==> src/rtl/sar_seq_pkg.sv <==
package sar_seq_pkg;

    localparam int RES_W        = 10;
    localparam int SAMPLE_TICKS = 13;
    localparam int STEP_TICKS   = 3;
    localparam int CH_W         = 3;
    localparam int DIV_W        = 4;
    localparam int DIV_CODE_W   = 3;

    typedef enum logic [1:0] {
        PH_IDLE   = 2'd0,
        PH_SAMPLE = 2'd1,
        PH_TRIAL  = 2'd2
    } phase_e;

    typedef enum logic {
        SRC_A = 1'b0,
        SRC_B = 1'b1
    } clk_src_e;

    typedef enum logic {
        TRIG_SOFT = 1'b0,
        TRIG_PIN  = 1'b1
    } trig_e;

    typedef enum logic {
        MODE_SINGLE = 1'b0,
        MODE_REPEAT = 1'b1
    } run_mode_e;

    typedef struct packed {
        clk_src_e              src;
        logic [DIV_CODE_W-1:0] div_code;
        trig_e                 trig;
        run_mode_e             mode;
    } cfg_t;

    // Divide ratio for a source/code pair; source B has no bypass.
    function automatic logic [DIV_W-1:0] div_ratio(clk_src_e src,
                                                   logic [DIV_CODE_W-1:0] code);
        logic [DIV_W-1:0] r;
        case (code)
            3'd0:    r = (src == SRC_B) ? DIV_W'(2) : DIV_W'(1);
            3'd1:    r = DIV_W'(2);
            3'd2:    r = DIV_W'(3);
            3'd3:    r = DIV_W'(4);
            3'd4:    r = DIV_W'(6);
            default: r = DIV_W'(12);
        endcase
        return r;
    endfunction

endpackage

==> src/rtl/sar_clkdiv.sv <==
`timescale 1ns/1ps
module sar_clkdiv
    import sar_seq_pkg::*;
(
    input  logic                  clk,
    input  logic                  rst,
    input  logic                  run,
    input  logic                  restart,
    input  logic                  src_a_en,
    input  logic                  src_b_en,
    input  clk_src_e              src,
    input  logic [DIV_CODE_W-1:0] code,
    output logic                  tick
);

    logic [DIV_W-1:0] ratio;
    logic [DIV_W-1:0] cnt;
    logic             en;

    always_comb begin
        ratio = div_ratio(src, code);
        en    = (src == SRC_B) ? src_b_en : src_a_en;
        tick  = run && !restart && en && (cnt == ratio - DIV_W'(1));
    end

    always_ff @(posedge clk) begin
        if (rst || restart || !run) begin
            cnt <= '0;
        end else if (en) begin
            cnt <= tick ? '0 : cnt + DIV_W'(1);
        end
    end

    AST_DIV_IN_RANGE: assert property (@(posedge clk) disable iff (rst)
        run |-> (cnt < ratio));

    AST_SRC_B_DIVIDED: assert property (@(posedge clk) disable iff (rst)
        (run && src == SRC_B) |-> (ratio >= DIV_W'(2)));

endmodule

==> src/rtl/sar_edge_sync.sv <==
`timescale 1ns/1ps
module sar_edge_sync (
    input  logic clk,
    input  logic rst,
    input  logic pin,
    output logic fall
);

    logic meta_q;
    logic sync_q;
    logic hist_q;

    always_ff @(posedge clk) begin
        if (rst) begin
            meta_q <= 1'b0;
            sync_q <= 1'b0;
            hist_q <= 1'b0;
        end else begin
            meta_q <= pin;
            sync_q <= meta_q;
            hist_q <= sync_q;
        end
    end

    assign fall = hist_q && !sync_q;

endmodule

==> src/rtl/sar_approx.sv <==
`timescale 1ns/1ps
module sar_approx #(
    parameter int RES_W = 10,
    localparam int IDX_W = $clog2(RES_W)
) (
    input  logic             clk,
    input  logic             rst,
    input  logic             clear,
    input  logic             set_en,
    input  logic             decide_en,
    input  logic [IDX_W-1:0] idx,
    input  logic             cmp_hi,
    output logic [RES_W-1:0] sar,
    output logic [RES_W-1:0] decided
);

    logic [RES_W-1:0] mask;
    logic [RES_W-1:0] low_mask;

    always_comb begin
        mask     = RES_W'(1) << idx;
        low_mask = {mask[RES_W-2:0], 1'b0} - RES_W'(1);
        decided  = cmp_hi ? sar : (sar & ~mask);
    end

    always_ff @(posedge clk) begin
        if (rst || clear) begin
            sar <= '0;
        end else if (set_en) begin
            sar <= sar | mask;
        end else if (decide_en) begin
            sar <= decided;
        end
    end

    // A trial bit is only raised while it and every lower bit are still clear.
    AST_TRIAL_MSB_FIRST: assert property (@(posedge clk) disable iff (rst)
        (set_en && !clear) |-> ((sar & low_mask) == '0));

endmodule

==> src/rtl/sar_seq.sv <==
`timescale 1ns/1ps
module sar_seq
    import sar_seq_pkg::*;
#(
    parameter int RES_BITS = RES_W,
    parameter int CHAN_W   = CH_W,
    parameter int N_SAMPLE = SAMPLE_TICKS,
    parameter int N_STEP   = STEP_TICKS,
    localparam int IDX_W   = $clog2(RES_BITS),
    localparam int SCNT_W  = $clog2(N_SAMPLE),
    localparam int STEP_W  = $clog2(N_STEP)
) (
    input  logic                  clk,
    input  logic                  rst,
    input  logic                  src_a_en,
    input  logic                  src_b_en,
    input  logic                  cfg_wr,
    input  logic                  cfg_start,
    input  logic                  cfg_src,
    input  logic [DIV_CODE_W-1:0] cfg_div,
    input  logic                  cfg_trig,
    input  logic                  cfg_mode,
    input  logic [CHAN_W-1:0]     cfg_chan,
    input  logic                  trig_n,
    input  logic                  cmp_hi,
    output logic [RES_BITS-1:0]   dac_code,
    output logic [CHAN_W-1:0]     ch_sel,
    output logic [RES_BITS-1:0]   result,
    output logic                  done,
    output logic                  start_flag
);

    cfg_t cfg;
    always_comb begin
        cfg.src      = clk_src_e'(cfg_src);
        cfg.div_code = cfg_div;
        cfg.trig     = trig_e'(cfg_trig);
        cfg.mode     = run_mode_e'(cfg_mode);
    end

    phase_e              ph;
    logic [SCNT_W-1:0]   scnt;
    logic [STEP_W-1:0]   step;
    logic [IDX_W-1:0]    bidx;
    logic                start_q;
    logic                start_d;
    logic [CHAN_W-1:0]   ch_q;
    logic [RES_BITS-1:0] sar_val;
    logic [RES_BITS-1:0] sar_dec;

    logic pin_fall;
    logic go;
    logic tick;
    logic in_trial;
    logic last_step;
    logic last_tick;
    logic set_en;
    logic decide_en;
    logic cont;

    sar_edge_sync u_sync (
        .clk  (clk),
        .rst  (rst),
        .pin  (trig_n),
        .fall (pin_fall)
    );

    sar_clkdiv u_div (
        .clk      (clk),
        .rst      (rst),
        .run      (ph != PH_IDLE),
        .restart  (go),
        .src_a_en (src_a_en),
        .src_b_en (src_b_en),
        .src      (cfg.src),
        .code     (cfg.div_code),
        .tick     (tick)
    );

    always_comb begin
        go = (cfg_wr && cfg_start && cfg.trig == TRIG_SOFT && ph == PH_IDLE)
          || (pin_fall && cfg.trig == TRIG_PIN && start_q);
        in_trial  = (ph == PH_TRIAL);
        last_step = (step == STEP_W'(N_STEP - 1));
        set_en    = tick && in_trial && (step == '0);
        decide_en = tick && in_trial && last_step;
        last_tick = decide_en && (bidx == '0);

        start_d = start_q;
        if (last_tick && cfg.mode == MODE_SINGLE) begin
            start_d = 1'b0;
        end
        if (cfg_wr) begin
            start_d = cfg_start;
        end
        cont = (cfg.mode == MODE_REPEAT) && start_d;
    end

    sar_approx #(.RES_W(RES_BITS)) u_sar (
        .clk       (clk),
        .rst       (rst),
        .clear     (go || last_tick),
        .set_en    (set_en),
        .decide_en (decide_en),
        .idx       (bidx),
        .cmp_hi    (cmp_hi),
        .sar       (sar_val),
        .decided   (sar_dec)
    );

    always_ff @(posedge clk) begin
        if (rst) begin
            ph      <= PH_IDLE;
            scnt    <= '0;
            step    <= '0;
            bidx    <= '0;
            start_q <= 1'b0;
            ch_q    <= '0;
            result  <= '0;
            done    <= 1'b0;
        end else begin
            done    <= last_tick;
            start_q <= start_d;
            if (last_tick) begin
                result <= sar_dec;
            end
            if (go) begin
                ph   <= PH_SAMPLE;
                scnt <= '0;
                step <= '0;
                bidx <= IDX_W'(RES_BITS - 1);
                ch_q <= cfg_chan;
            end else if (tick) begin
                case (ph)
                    PH_SAMPLE: begin
                        if (scnt == SCNT_W'(N_SAMPLE - 1)) begin
                            ph   <= PH_TRIAL;
                            scnt <= '0;
                            step <= '0;
                            bidx <= IDX_W'(RES_BITS - 1);
                        end else begin
                            scnt <= scnt + SCNT_W'(1);
                        end
                    end
                    PH_TRIAL: begin
                        if (last_step) begin
                            step <= '0;
                            if (bidx == '0) begin
                                ph   <= cont ? PH_SAMPLE : PH_IDLE;
                                scnt <= '0;
                                bidx <= IDX_W'(RES_BITS - 1);
                            end else begin
                                bidx <= bidx - IDX_W'(1);
                            end
                        end else begin
                            step <= step + STEP_W'(1);
                        end
                    end
                    default: ph <= PH_IDLE;
                endcase
            end
        end
    end

    assign dac_code   = sar_val;
    assign ch_sel     = ch_q;
    assign start_flag = start_q;

    AST_DONE_ONE_CYCLE: assert property (@(posedge clk) disable iff (rst)
        done |=> !done);

    AST_SAMPLE_DAC_ZERO: assert property (@(posedge clk) disable iff (rst)
        (ph == PH_SAMPLE) |-> (dac_code == '0));

    AST_SINGLE_CLEARS_START: assert property (@(posedge clk) disable iff (rst)
        (done && !$past(cfg_mode) && !$past(cfg_wr)) |-> !start_flag);

    AST_CHAN_HELD: assert property (@(posedge clk) disable iff (rst)
        (ph != PH_IDLE && $past(ph) != PH_IDLE && !$past(go)) |-> $stable(ch_sel));

endmodule

==> config.mk <==
export PLATFORM = sky130hd
export DESIGN_NAME = sar_seq
export DESIGN_NICKNAME = d
export VERILOG_FILES = /design/src/rtl/sar_seq_pkg.sv /design/src/rtl/sar_clkdiv.sv /design/src/rtl/sar_edge_sync.sv /design/src/rtl/sar_approx.sv /design/src/rtl/sar_seq.sv
export SDC_FILE = /design/constraint.sdc
export NUM_CORES = 1
export LEC_CHECK = 0
export ABC_AREA = 1
export ABC_CLOCK_PERIOD_IN_PS = 2000
export BUFFER_PORTS_ARGS = -buffer_cell sky130_fd_sc_hd__buf_2
export CAP_MARGIN = 5
export CORE_MARGIN = 2
export CORE_UTILIZATION = 40
export DETAILED_ROUTE_END_ITERATION = 8
export PLACE_DENSITY_LB_ADDON = 0.15
export SETUP_SLACK_MARGIN = 0.5
export SYNTH_ARGS = -nofsm -noshare
export SYNTH_HDL_FRONTEND = slang
export SYNTH_SLANG_ARGS = --single-unit
export TNS_END_PERCENT = 100
==> constraint.sdc <==
create_clock -name clk -period 2 [get_ports clk]
set_input_delay 0.2 -clock clk [delete_from_list [all_inputs] [get_ports clk]]
set_output_delay 0.2 -clock clk [all_outputs]
set_load 0.01 [all_outputs]
**Yosys cells after proc, flatten, opt, wreduce, memory -nomap -nowiden**

Index checks and enable logic that the tools add are counted.

- Word-level logic and storage cells: 109
- Input bits: 17
- Output and inout port bits: 25
- Register bits: 44

- Shift operators: 1
- Add/sub/neg operators: 5
- Bitwise operators: 5
- Muxes and demuxes: 29
- Equality and inequality tests: 15
- Reductions and logical operators: 39

Operator list:

| kind | number |
|---|---|
| $mux W4 | 9 |
| $mux W10 | 3 |
| $pmux W4 S5 | 1 |
| $reduce_and A4 Y1 | 5 |
| $pmux W4 S2 | 2 |
| $logic_and A1 B1 Y1 | 15 |
| $mux W2 | 6 |
| $and A10 B10 Y10 | 1 |
| $not A10 Y10 | 1 |
| $or A10 B10 Y10 | 1 |
| $shl A1 B4 Y10 const A | 1 |
| $add A4 B1 Y4 const B | 2 |
| $pmux W2 S2 | 2 |
| $reduce_bool A2 Y1 | 4 |
| $sub A4 B1 Y4 const B | 2 |
| $eq A3 B2 Y1 const B | 2 |
| $mux W1 | 6 |
| $ne A3 B2 Y1 const B | 2 |
| $logic_or A1 B1 Y1 | 5 |
| $eq A2 B2 Y1 const B | 2 |
| $eq A4 B4 Y1 | 1 |
| $eq A4 B4 Y1 const B | 1 |
| $logic_not A2 Y1 | 2 |
| $logic_not A4 Y1 | 1 |
| 13 further kinds | 17 |

**Depth between registers and ports, before layout**

- Word-level depth: 22
- Gate-level depth with buffers: 19
- Mapped depth without buffers: 19

**Hierarchy**

Synthesis repeated with hierarchy kept, for this count alone.

- Cell total of the unflattened synthesis: 379
- Area total of the unflattened synthesis: 2459.9 um^2

By module, submodules not included:

| module | area each (um^2) | seq. area each (um^2) | cells each | instances |
|---|---|---|---|---|
| sar_seq | 1382.6 | 540.5 | 200 | 1 |
| sar_approx | 625.6 | 200.2 | 107 | 1 |
| sar_clkdiv | 359.1 | 80.1 | 61 | 1 |
| sar_edge_sync | 92.6 | 60.1 | 11 | 1 |

**Worst setup path after synthesis**

OpenSTA, ideal clock, no wires.

- Path kind: input -> register
- Start: in cfg_div[2]
- End: reg u_sar.sar[0]
- Data required time: 1.886 ns
- Path slack: 0.101 ns
- Arrival: 1.784 ns
- Buffers on the path: 1
- Stages on the path: 15
- Library setup time: 0.114 ns
- Path through: nor2_1 -> nand3_1 -> o21ai_0 -> ha_1 -> nand2_1 -> nand3_1 -> nor2_2 -> nand3_2 -> nor2_8 -> nand2_4 -> nor2_4 -> buf_6 -> nand2_1 -> a21oi_1 -> nor2_1

- Cells in the longest elaborated chain, start to end: 10
- Elaborated cells between the ends (all ways): 17
- Those cells by class: 1 x add/sub; 5 x eq/ne; 2 x mux; 9 x reduce/logical

RTL lines:

| element | RTL line | text |
|---|---|---|
| from (decl) | sar_seq.sv:20 | `input logic [DIV_CODE_W-1:0] cfg_div,` |
| $eq A3 B3 Y1, or another cell as far along | sar_seq_pkg.sv:42 | `case (code)` |
| $pmux W4 S5 * | sar_seq_pkg.sv:42 |  |
| $sub A4 B1 Y4 * | sar_clkdiv.sv:23 | `tick = run && !restart && en && (cnt == ratio - DIV_W'(1));` |
| $eq A4 B4 Y1 * | sar_clkdiv.sv:23 |  |
| $logic_and A1 B1 Y1 * | sar_clkdiv.sv:23 |  |
| $logic_and A1 B1 Y1 * | sar_seq.sv:85, sar_seq.sv:86 |  |
| $logic_and A1 B1 Y1 | sar_seq.sv:86 | `decide_en = tick && in_trial && last_step;` |
| $logic_and A1 B1 Y1 | sar_seq.sv:87 | `last_tick = decide_en && (bidx == '0);` |
| $logic_or A1 B1 Y1 | sar_seq.sv:102 | `.clear (go \|\| last_tick),` |
| $logic_or A1 B1 Y1 | sar_approx.sv:27 | `if (rst \|\| clear) begin` |
| to (signal assigned) | sar_approx.sv:30 | `sar <= sar \| mask;` |
| to (signal assigned) | sar_approx.sv:32 | `sar <= decided;` |
| to (decl) | sar_approx.sv:13 | `output logic [RES_W-1:0] sar,` |

Every way passes the cells marked *; elsewhere a longest branch is shown, timed or not.
A chain may end at the register's enable or synchronous reset.

**Worst setup path after layout**

- Start: reg ph[0]
- End: reg result[6]

- Cells in the longest elaborated chain, start to end: 10
- Elaborated cells between the ends (all ways): 12
- Those cells by class: 1 x eq/ne; 11 x reduce/logical

RTL lines:

| element | RTL line | text |
|---|---|---|
| from (decl) | sar_seq.sv:41 | `phase_e ph;` |
| from (signal assigned) | sar_seq.sv:149 | `ph <= cont ? PH_SAMPLE : PH_IDLE;` |
| $logic_not A2 Y1 | sar_seq.sv:81 | `go = (cfg_wr && cfg_start && cfg.trig == TRIG_SOFT && ph == PH_IDLE)` |
| $logic_and A1 B1 Y1 | sar_seq.sv:81 |  |
| $logic_or A1 B1 Y1 | sar_seq.sv:82 | `\|\| (pin_fall && cfg.trig == TRIG_PIN && start_q);` |
| $logic_not A1 Y1 | sar_clkdiv.sv:23 |  |
| $logic_and A1 B1 Y1 (3 in a row) | sar_clkdiv.sv:23 |  |
| $logic_and A1 B1 Y1 * (2 in a row) | sar_seq.sv:86 |  |
| $logic_and A1 B1 Y1 * | sar_seq.sv:87 |  |
| to (signal assigned) | sar_seq.sv:125 | `result <= sar_dec;` |
| to (decl) | sar_seq.sv:28 | `output logic [RES_BITS-1:0] result,` |

Marks and branches as above.

==> metrics <==
status complete, no violations; maxcap violations 0; I/O Pins 42; Worst Setup SP ph[0]; Critical Path Slowest Stage Cell dfxtp_2; register area 885 sq um; initial antenna violation count 0; Final Cell Area 3610 sq um; commonest cells after routing, fill and taps aside nand2_1, nor2_1, dfxtp_1, buf_2, inv_1; worst reg-to-reg path cell count 15; synth top area cells dfxtp_1, nand2_1, nor2_1; vias in the first global route 2324; Final Skew 10.6 ps; multi-input combinational cell area 1630 sq um; share of cells above drive strength 1 41.0%; Least-Margin Pin Slew 610 ps; critical path startpoint category register; r2r startpoint ph[0]; Seq/Total Area, Yosys 36.3%; Pwr Density 504 nW/um^2; flop2flop setup slack 150 ps; Worst Path Required 2180 ps; Hold-fix buffers, CTS 0; CP arrival 2030 ps; FILL cells 530; residual DRC count 0; count of final setup violators 0; cts bufs inserted 5; Mean Syn Cell Area 6.62 sq um; Worst path top cell family by delay buffers and inverters; count of antenna-violating nets left after detailed routing 0; Tot Pwr 1.82 mW; Hold Fails Final Rpt 0; DR vias 2549; row count 28; CP endpoint kind register; Setup crit end result[6]; Vias/cell 4.82; Worst Setup Slack post-DPL -151 ps; Initial Util 41.3%; Post-synth EDFFs 0; Routed WL per cell 12.6 um; clock-pin slew on the worst setup and hold paths 90 ps; first-pass GRT wire length 10.5 mm; Leakage 1.70 nW; count of different cell masters after synthesis 30; Worst slew margin 59.0%; TritonCTS clock tree yes; Synth top area share 36.3%; cell count after synthesis 367; largest net degree at the start of global routing 16; worst hold slack 99.2 ps; Worst Hold Class in2reg; register bit total from synthesis 44; total grt overflow 0; CP Max Fanout 5; top_reg_cell synth dfxtp_1; Worst-Skew Late Latency 300 ps; asr flop ratio synth 0%; f_max 541 MHz; synthesized area 2430 sq um; commonest non-fill, non-tap cell in the layout nand2_1; fin nets 478; VDD IR max 0.408 mV; H-tree Lvls 2; dpl hpwl 4.45 mm; minimum clock period 1850 ps; RSZ-0062 raised after global routing yes; Die X 81.9 um; max-slew violations 0; antenna cell count 0; RD Place Congestion 0.853; Die Y 81.9 um; final worst-path cycle share 92.5%; # clock sinks 44; # port buffers 41; core area 5890 sq um; Crit path buffers/inverters 6; critical path, cell by cell inv_2, ha_4, buf_4, nand2_2, nand2_4, inv_4, nand2_2, nor2_8, nand2_4, buf_4, inv_6, nand2_8, clkbuf_16, nand3_2, o21ai_1; die footprint 6710 sq um; slowest stage delay, CP 350 ps; critical path type reg2reg; yosys warns 0; reg2reg end result[6]; synth-to-layout area growth 48.7%; Initial DRC Count 117; Tot GR Track Use 20.2%; Levels on crit path 15; Root Driver clkbuf_8; final WL 6.68 mm; syn_nets 392; Final WS setup 150 ps; total iterations of the first detailed-routing run 4; Max clock buf depth 2; Synth area leader dfxtp_1; DP Area 2970 sq um
==> synth_stat cells (all sizes together), types with 2 or more instances <==
| cell type | n |
|---|---|
| dfxtp | 44 |
| xor2 | 2 |
| nand3 | 27 |
| or2 | 6 |
| o31ai | 7 |
| a21oi | 17 |
| o21ai | 25 |
| nor2 | 65 |
| inv | 53 |
| ha | 8 |
| nor3 | 7 |
| clkinv | 2 |
| o211ai | 2 |
| nand2 | 89 |
| clkbuf | 2 |
| nand4 | 4 |
| buf | 4 |
==> tightest hold or removal path: cells and delay by family <==
kind,cells,cell delay [ps]
buf+inv,2,130
simple gates,1,30
==> cell type report <==
class                   instances  area share [%]
multi-input cells             263            45.2
flip-flops and latches         44            24.5
repair buffers                 84            18.3
inverters                      55            6.27
well taps                      75            2.60
clock buffers                   5            1.91
clock inverters                 3            1.28
==> cell families (layout without fill, tap and decap cells) <==
| logic type | after synthesis | count (layout) | synth area share [%] |
|---|---|---|---|
| xor gates and xnor gates | 2 | 2 | 0.721 |
| DFF | 44 | 44 | 36.3 |
| buffers and inverters | 61 | 147 | 10.3 |
| adders and majority gates | 8 | 8 | 4.12 |
| and+or+nand+nor | 201 | 202 | 37.1 |
| AOI/OAI and AO/OA | 51 | 51 | 11.4 |
==> per-stage QoR <==
| stage | setup TNS, ps | utilization (%) | instances |
|---|---|---|---|
| after CTS | 0 | 56.9 | 520 |
| after floorplan | 0 | - | 367 |
| after global routing | 0 | 61.4 | 529 |
| after detailed placement | -2870 | 50.4 | 498 |
| final | 0 | 61.4 | 529 |
| after global placement | -1810 | 50.4 | 498 |
==> metal layers <==
layer	GRT usage, %	routed length (um)	up-vias
li1	-	-	1338
met1	28.3	3210	1151
met2	31.0	3080	52
met3	3.41	259	8
met4	7.33	129	0
met5	0	0	-
==> worst min path at each step <==
stage	from	endpoint	slack, ps	cells past startpoint
floorplan	rst	start_flag	270	1
global route	cfg_chan[0]	ch_sel[0]	120	3
detailed placement	u_sync.meta_q	u_sync.sync_q	410	2
global placement	u_sync.meta_q	u_sync.sync_q	400	2
CTS	trig_n	u_sync.meta_q	100	3
finish	trig_n	u_sync.meta_q	100	3
==> where the power goes <==
part / total (mW) / internal (mW) / switching, mW
logic: 0.215 / 0.0913 / 0.124
clock network: 0.715 / 0.377 / 0.339
registers: 0.891 / 0.885 / 0.00577
==> sequential cells by signal (all words and copies together), names as in the netlist, 2 cells and up <==
register	count
bidx	4
ch_sel	3
ph	2
result	10
scnt	4
step	2
u_div.cnt	4
u_sar.sar	10
==> timing repair <==
| item | in CTS | in global routing |
|---|---|---|
| gates cloned | 2 | 1 |
| pin swaps | 16 | 28 |
| setup endpoints to repair | 38 | 38 |
| setup buffers | 12 | 8 |
| resized for setup | 39 | 49 |
No activity file was read; power rests on OpenSTA's default activity.
